File: config.mk
export PLATFORM = sky130hd
export DESIGN_NAME = daf_dest_filter
export DESIGN_NICKNAME = d
export VERILOG_FILES = /design/src/rtl/daf_pkg.sv /design/src/rtl/daf_crc_serial.sv /design/src/rtl/daf_addr_tracker.sv /design/src/rtl/daf_dest_filter.sv
export SDC_FILE = /design/constraint.sdc
export NUM_CORES = 1
export LEC_CHECK = 0
export BUFFER_PORTS_ARGS = -buffer_cell sky130_fd_sc_hd__buf_4
export CORE_MARGIN = 2
export CORE_UTILIZATION = 44
export DETAILED_ROUTE_END_ITERATION = 12
export PLACE_DENSITY = 0.81
export SLEW_MARGIN = 20
export SYNTH_ARGS = -nofsm -noshare
export SYNTH_HDL_FRONTEND = slang
export SYNTH_HIERARCHICAL = 1
export SYNTH_SLANG_ARGS = --single-unit
File: constraint.sdc
create_clock -name clk -period 3.5 [get_ports clk]
set_input_delay 1.05 -clock clk [delete_from_list [all_inputs] [get_ports clk]]
set_output_delay 1.05 -clock clk [all_outputs]
set_load 0.01 [all_outputs]
File: src/rtl/daf_pkg.sv
package daf_pkg;
    localparam int DAF_ADDR_W   = 48;
    localparam int DAF_FILT_W   = 64;
    localparam int DAF_CRC_W    = 32;
    localparam logic [31:0] DAF_CRC_POLY = 32'h04C1_1DB7;

    typedef struct packed {
        logic done;
        logic accept;
    } daf_verdict_t;
endpackage

File: src/rtl/daf_crc_serial.sv
module daf_crc_serial #(
    parameter int          W    = 32,
    parameter logic [W-1:0] POLY = 32'h04C1_1DB7
) (
    input  logic         clk,
    input  logic         rst_n,
    input  logic         clr_i,
    input  logic         en_i,
    input  logic         bit_i,
    output logic [W-1:0] crc_q_o,
    output logic [W-1:0] crc_next_o
);
    typedef struct packed {
        logic [W-1:0] crc;
    } crc_state_t;

    crc_state_t st_d, st_q;
    logic       fb;

    always_comb begin
        st_d = st_q;
        fb   = st_q.crc[W-1] ^ bit_i;
        if (clr_i) begin
            st_d.crc = '1;
        end else if (en_i) begin
            st_d.crc = {st_q.crc[W-2:0], 1'b0} ^ (fb ? POLY : '0);
        end
    end

    always_ff @(posedge clk or negedge rst_n) begin
        if (!rst_n) st_q.crc <= '1;
        else        st_q     <= st_d;
    end

    assign crc_q_o    = st_q.crc;
    assign crc_next_o = st_d.crc;

    // an idle, uncleared cycle leaves the running remainder alone
    assert_crc_hold_R5: assert property (@(posedge clk) disable iff (!rst_n)
        (!en_i && !clr_i) |=> $stable(crc_q_o));
endmodule

File: src/rtl/daf_addr_tracker.sv
module daf_addr_tracker #(
    parameter int AW = 48,
    localparam int CW = $clog2(AW + 1)
) (
    input  logic          clk,
    input  logic          rst_n,
    input  logic          sof_i,
    input  logic          vld_i,
    input  logic          bit_i,
    input  logic [AW-1:0] station_i,
    output logic          take_o,
    output logic          last_o,
    output logic          group_nxt_o,
    output logic          mism_nxt_o,
    output logic          nonone_nxt_o
);
    localparam logic [CW-1:0] FULL = CW'(AW);
    localparam logic [CW-1:0] LAST = CW'(AW - 1);

    typedef struct packed {
        logic [CW-1:0] cnt;
        logic          group;
        logic          mism;
        logic          nonone;
    } trk_state_t;

    trk_state_t st_d, st_q;
    logic       ref_bit;

    always_comb begin
        st_d    = st_q;
        take_o  = vld_i && !sof_i && (st_q.cnt < FULL);
        last_o  = take_o && (st_q.cnt == LAST);
        ref_bit = (st_q.cnt < FULL) ? station_i[st_q.cnt] : 1'b0;
        if (sof_i) begin
            st_d.cnt    = '0;
            st_d.group  = 1'b0;
            st_d.mism   = 1'b0;
            st_d.nonone = 1'b0;
        end else if (take_o) begin
            if (st_q.cnt == '0) st_d.group = bit_i;
            st_d.mism   = st_q.mism | (bit_i != ref_bit);
            st_d.nonone = st_q.nonone | !bit_i;
            st_d.cnt    = st_q.cnt + 1'b1;
        end
    end

    always_ff @(posedge clk or negedge rst_n) begin
        if (!rst_n) begin
            st_q.cnt    <= FULL;
            st_q.group  <= 1'b0;
            st_q.mism   <= 1'b0;
            st_q.nonone <= 1'b0;
        end else begin
            st_q <= st_d;
        end
    end

    assign group_nxt_o  = st_d.group;
    assign mism_nxt_o   = st_d.mism;
    assign nonone_nxt_o = st_d.nonone;

    assert_cnt_bound_R8: assert property (@(posedge clk) disable iff (!rst_n)
        st_q.cnt <= FULL);
    assert_idle_sticks_R8: assert property (@(posedge clk) disable iff (!rst_n)
        (st_q.cnt == FULL && !sof_i) |=> st_q.cnt == FULL);
endmodule

File: src/rtl/daf_dest_filter.sv
module daf_dest_filter
    import daf_pkg::*;
#(
    parameter int ADDR_W = DAF_ADDR_W,
    parameter int FILT_W = DAF_FILT_W,
    parameter int CRC_W  = DAF_CRC_W,
    parameter logic [CRC_W-1:0] CRC_POLY = DAF_CRC_POLY
) (
    input  logic              clk,
    input  logic              rst_n,
    input  logic              sof_i,
    input  logic              bit_vld_i,
    input  logic              bit_i,
    input  logic [ADDR_W-1:0] station_addr_i,
    input  logic [FILT_W-1:0] hash_filter_i,
    input  logic              promisc_i,
    output logic              done_o,
    output logic              accept_o
);
    localparam int IDX_W = $clog2(FILT_W);

    logic             take, last, group_n, mism_n, nonone_n, bcast;
    logic [CRC_W-1:0] crc_q, crc_n;
    logic [IDX_W-1:0] hash_idx;
    daf_verdict_t     vd_d, vd_q;

    daf_addr_tracker #(.AW(ADDR_W)) u_trk (
        .clk          (clk),
        .rst_n        (rst_n),
        .sof_i        (sof_i),
        .vld_i        (bit_vld_i),
        .bit_i        (bit_i),
        .station_i    (station_addr_i),
        .take_o       (take),
        .last_o       (last),
        .group_nxt_o  (group_n),
        .mism_nxt_o   (mism_n),
        .nonone_nxt_o (nonone_n)
    );

    daf_crc_serial #(.W(CRC_W), .POLY(CRC_POLY)) u_crc (
        .clk        (clk),
        .rst_n      (rst_n),
        .clr_i      (sof_i),
        .en_i       (take),
        .bit_i      (bit_i),
        .crc_q_o    (crc_q),
        .crc_next_o (crc_n)
    );

    always_comb begin
        vd_d     = vd_q;
        bcast    = !nonone_n;
        hash_idx = crc_n[CRC_W-1 -: IDX_W];
        if (sof_i) begin
            vd_d.done   = 1'b0;
            vd_d.accept = 1'b0;
        end else begin
            vd_d.done = last;
            if (last) begin
                vd_d.accept = promisc_i |
                    (group_n ? (bcast | hash_filter_i[hash_idx]) : !mism_n);
            end
        end
    end

    always_ff @(posedge clk or negedge rst_n) begin
        if (!rst_n) begin
            vd_q.done   <= 1'b0;
            vd_q.accept <= 1'b0;
        end else begin
            vd_q <= vd_d;
        end
    end

    assign done_o   = vd_q.done;
    assign accept_o = vd_q.accept;

    assert_done_single_R2: assert property (@(posedge clk) disable iff (!rst_n)
        done_o |=> !done_o);
    assert_promisc_accepts_R7: assert property (@(posedge clk) disable iff (!rst_n)
        (done_o && $past(promisc_i)) |-> accept_o);
    assert_bcast_accepts_R4: assert property (@(posedge clk) disable iff (!rst_n)
        (done_o && $past(bcast) && $past(group_n)) |-> accept_o);
    assert_ucast_mismatch_R3: assert property (@(posedge clk) disable iff (!rst_n)
        (done_o && !$past(group_n) && $past(mism_n) && !$past(promisc_i)) |-> !accept_o);
    assert_accept_steady_R10: assert property (@(posedge clk) disable iff (!rst_n)
        (!done_o && !$past(sof_i)) |-> $stable(accept_o));
endmodule

==> summary.md <==
| Metric | Value |
|---|---|
| Pwr/cell area | `293 nW/um^2` |
| RSZ-0062 raised after global routing | `no` |
| Multi-input gate area | `2050 um^2` |
| Flop pwr share | `between 40% and 50%` |
| Psw | `between 0.0003 and 0.0004 W` |
| CP Launch Type | `register` |
| Max capacitance violation total | `0` |
| Worst-path clk slew | `about 0.07 ns` |
| Overflow after GRT | `0` |
| Clock Skew | `0.00190 ns` |
| Vias in the first global route | `2785` |
| Global-route wire length before repair | `12500 um` |
| Hold slack | `0.542 ns` |
| Final-report max-slew violation count | `0` |
| Yosys reg bits | `43` |
| Syn_nets | `390` |
| Initial DRC Count | `roughly 110` |
| Switching Share | `24.5%` |
| R2r startpoint | `u_trk/st_q[3]` |
| Core ar. | `7370 um^2` |
| Most common flop cell mapped by yosys | `dfstp_2` |
| CTS tree | `yes` |
| Post-CTS Resized | `0` |
| Critical path peak fanout | `13` |
| Worst Hold Class | `register to register` |
| Leakage | `2.08 nW` |
| DR vias | `2609` |
| Max Clock Freq | `322 MHz` |
| Min-delay src | `u_trk/st_q[0]` |
| Fin Setup TNS | `0 ns` |
| Layout cell share with drive strength beyond 1 | `48.4%` |
| Clock sinks | `43` |
| Status | `finished, final reports clean` |
| Overall die area | `around 8400 um^2` |
| Initial antenna violation count | `0` |
| DR WL/cell | `15.3 um` |
| DRC Markers | `0` |
| ANT nets after route | `0` |
| Clock period minus worst slack | `approximately 3.1 ns` |
| VDD IR max | `0.000132 V` |
| Drt via density | `5.42` |
| Cells after synthesis | `270` |
| Int Power | `roughly 0.00097 W` |
| Endpoints failing setup | `0` |
| Comb pwr share | `29.5%` |
| CTS root buf | `clkbuf_8` |
| Num rows | `31` |
| Number of synthesized flops with an enable pin | `0` |
| Synth cell types | `45` |
| Final wirelength | `between 7000 and 8000 um` |
| Synth async-reset ratio | `100%` |
| Worst Setup SP | `u_trk/st_q[3]` |
| Final GP Congestion | `0.813` |
| Tcrit/Tclk final | `88.8%` |
| Hold-fix buffers, CTS | `0` |
| Critical path required time | `about 3.7 ns` |
| GRT Total Usage | `18.3%` |
| Synthesized area | `3390 um^2` |
| Post-CTS Setup Bufs | `0` |
| # port buffers | `approximately 120` |
| Worst Path Arrival | `roughly 3.3 ns` |
| CTS max path bufs | `2` |
| Area growth syn-to-layout | `29.7%` |
| Final hold violations | `0` |
| TritonCTS Buffers | `5` |
| Post-synthesis sequential area ratio | `33.0%` |
| Fillers | `about 600` |
| ANT cells | `0` |
| Clk_lat worst skew | `0.29 ns` |
| Worst slew pin tran | `between 0.6 and 0.7 ns` |
| Final nets | `~500` |
| First drt pass iteration count | `4` |
| Worst Path Class, Setup | `register to register` |
| Initial core utilization | `roughly 46%` |
| Number of I/O pins | `120` |
| Crit. End Element | `register` |
| Clock power share | `26.1%` |
| Sequential cell area | `1120 um^2` |
| Max-slew headroom | `56.6%` |
| Synth warnings | `6` |
| Largest net degree at the start of global routing | `44` |
| Die H | `91.8 um` |
| Die Width | `91.8 um` |
| H-Tree Depth | `2` |
| HPWL after DPL | `about 5700 um` |
| Mean Syn Cell Area | `12.5 um^2` |
through the flow:
stage	cell area, um^2	util, %	cells	power (W)	setup slack, ns
floorplan	3390	-	270	0.000828	0.0840
global placement	4300	58.3	473	0.000952	0.249
detailed placement	4300	58.3	473	0.000963	0.144
CTS	4400	59.6	481	0.00131	0.380
global route	4400	59.6	481	0.00136	0.179
finish	4400	59.6	481	0.00129	0.392
cells by family after synthesis:
group | count (synthesis) | synth area share [%]
xor gates and xnor gates | 18 | 10.4
adders and majority gates | 2 | 0.738
buffers and inverters | 29 | 6.61
AOI/OAI and AO/OA | 54 | 13.0
muxes | 41 | 22.7
DFF | 43 | 33.0
and+or+nand+nor | 83 | 13.5
sequential cells by signal (all words and copies together) (netlist names):
signal	count
accept_o	1
u_crc/crc_q_o	32
u_trk/st_q	9
done_o	1
worst max-delay path, cell delays in order (launching register included):
cell and delay (ns):
dfrtp_1 0.76, mux4_1 0.64, a22oi_1 0.20, a21boi_0 0.14, o21ai_0 0.19, nand3b_1 0.14
a311oi_1 0.38, nand2_1 0.11, a211o_2 0.31, o211ai_1 0.15
path summary, 6_finish.rpt:
kind                                     end  slack [ns]  depth (start not counted)
hold reg to reg                u_trk/st_q[0]        0.54                          2
setup reg to reg                    accept_o        0.39                          9
setup / recovery                    accept_o        0.39                          9
min in group asynchronous      u_trk/st_q[4]        0.74                          1
hold / removal                 u_trk/st_q[0]        0.54                          2
max in group asynchronous  u_crc/crc_q_o[11]        2.39                          1
area by class of cell:
cell class / count / area share [%]
inverters: 3 / 0.256
flip-flops and latches: 43 / 25.4
repair buffers: 130 / 22.5
clock buffers: 8 / 2.28
well taps: 99 / 2.82
multi-input cells: 198 / 46.7
synth_stat cells (all sizes together) (2+ instances only):
master	instances	area share, %
nand4	3	0.55
nand3b	3	0.66
a21oi	3	0.44
nand3	2	0.30
a211oi	2	0.59
a22oi	7	1.6
a211o	33	8.6
o22ai	2	0.37
mux4	24	18
xor2	3	0.78
nor3	3	0.44
xor3	13	9.1
and2	2	0.37
buf	15	4.5
xnor2	2	0.52
nand2b	2	0.37
nor2	15	1.7
clkbuf	10	1.5
dfstp	34	26
ha	2	0.74
nor2b	39	7.2
mux2	2	0.66
inv	3	0.33
mux2i	15	4.4
nand2	10	1.1
dfrtp	9	6.6
cells in the final DEF, fill, tap and decap left out, types with 2 or more instances in the layout:
cell type	Yosys	layout
xnor2_1	2	2
nor2_1	15	14
nand3b_1	3	3
mux2i_1	15	15
xor3_1	13	13
and2_1	2	2
nand3_1	2	2
nand4_1	3	3
o22ai_1	2	2
nor2b_1	39	39
nor3_1	3	3
dfrtp_1	9	9
buf_4	0	129
dfstp_2	34	34
xor2_1	3	3
mux4_1	15	15
nand2b_1	2	2
a21oi_1	3	3
nand2_1	10	10
inv_1	3	3
mux2_2	2	2
clkbuf_8	1	7
ha_1	2	2
a211o_1	32	32
mux4_2	9	9
a22oi_1	7	7
layer usage:
metal | vias to the layer above | GRT usage (%) | share of wire [%] | wire length [um]
met4 | 0 | 5.47 | 1.7 | 125
met1 | 1265 | 22.7 | 43 | 3150
met5 | - | 0 | 0 | 0
met3 | 13 | 3.70 | 5.1 | 378
li1 | 1247 | - | - | -
met2 | 84 | 32.2 | 50 | 3730
power groups by stage:
stage | Combinational (W) | Sequential (W) | Clock [W]
floorplan | 0.000264 | 0.000564 | 0
global placement | 0.000375 | 0.000577 | 0
detailed placement | 0.000384 | 0.000579 | 0
CTS | 0.000385 | 0.000571 | 0.000353
global route | 0.000413 | 0.000575 | 0.000372
finish | 0.000381 | 0.000571 | 0.000337
(Power assumes the default switching activity.)
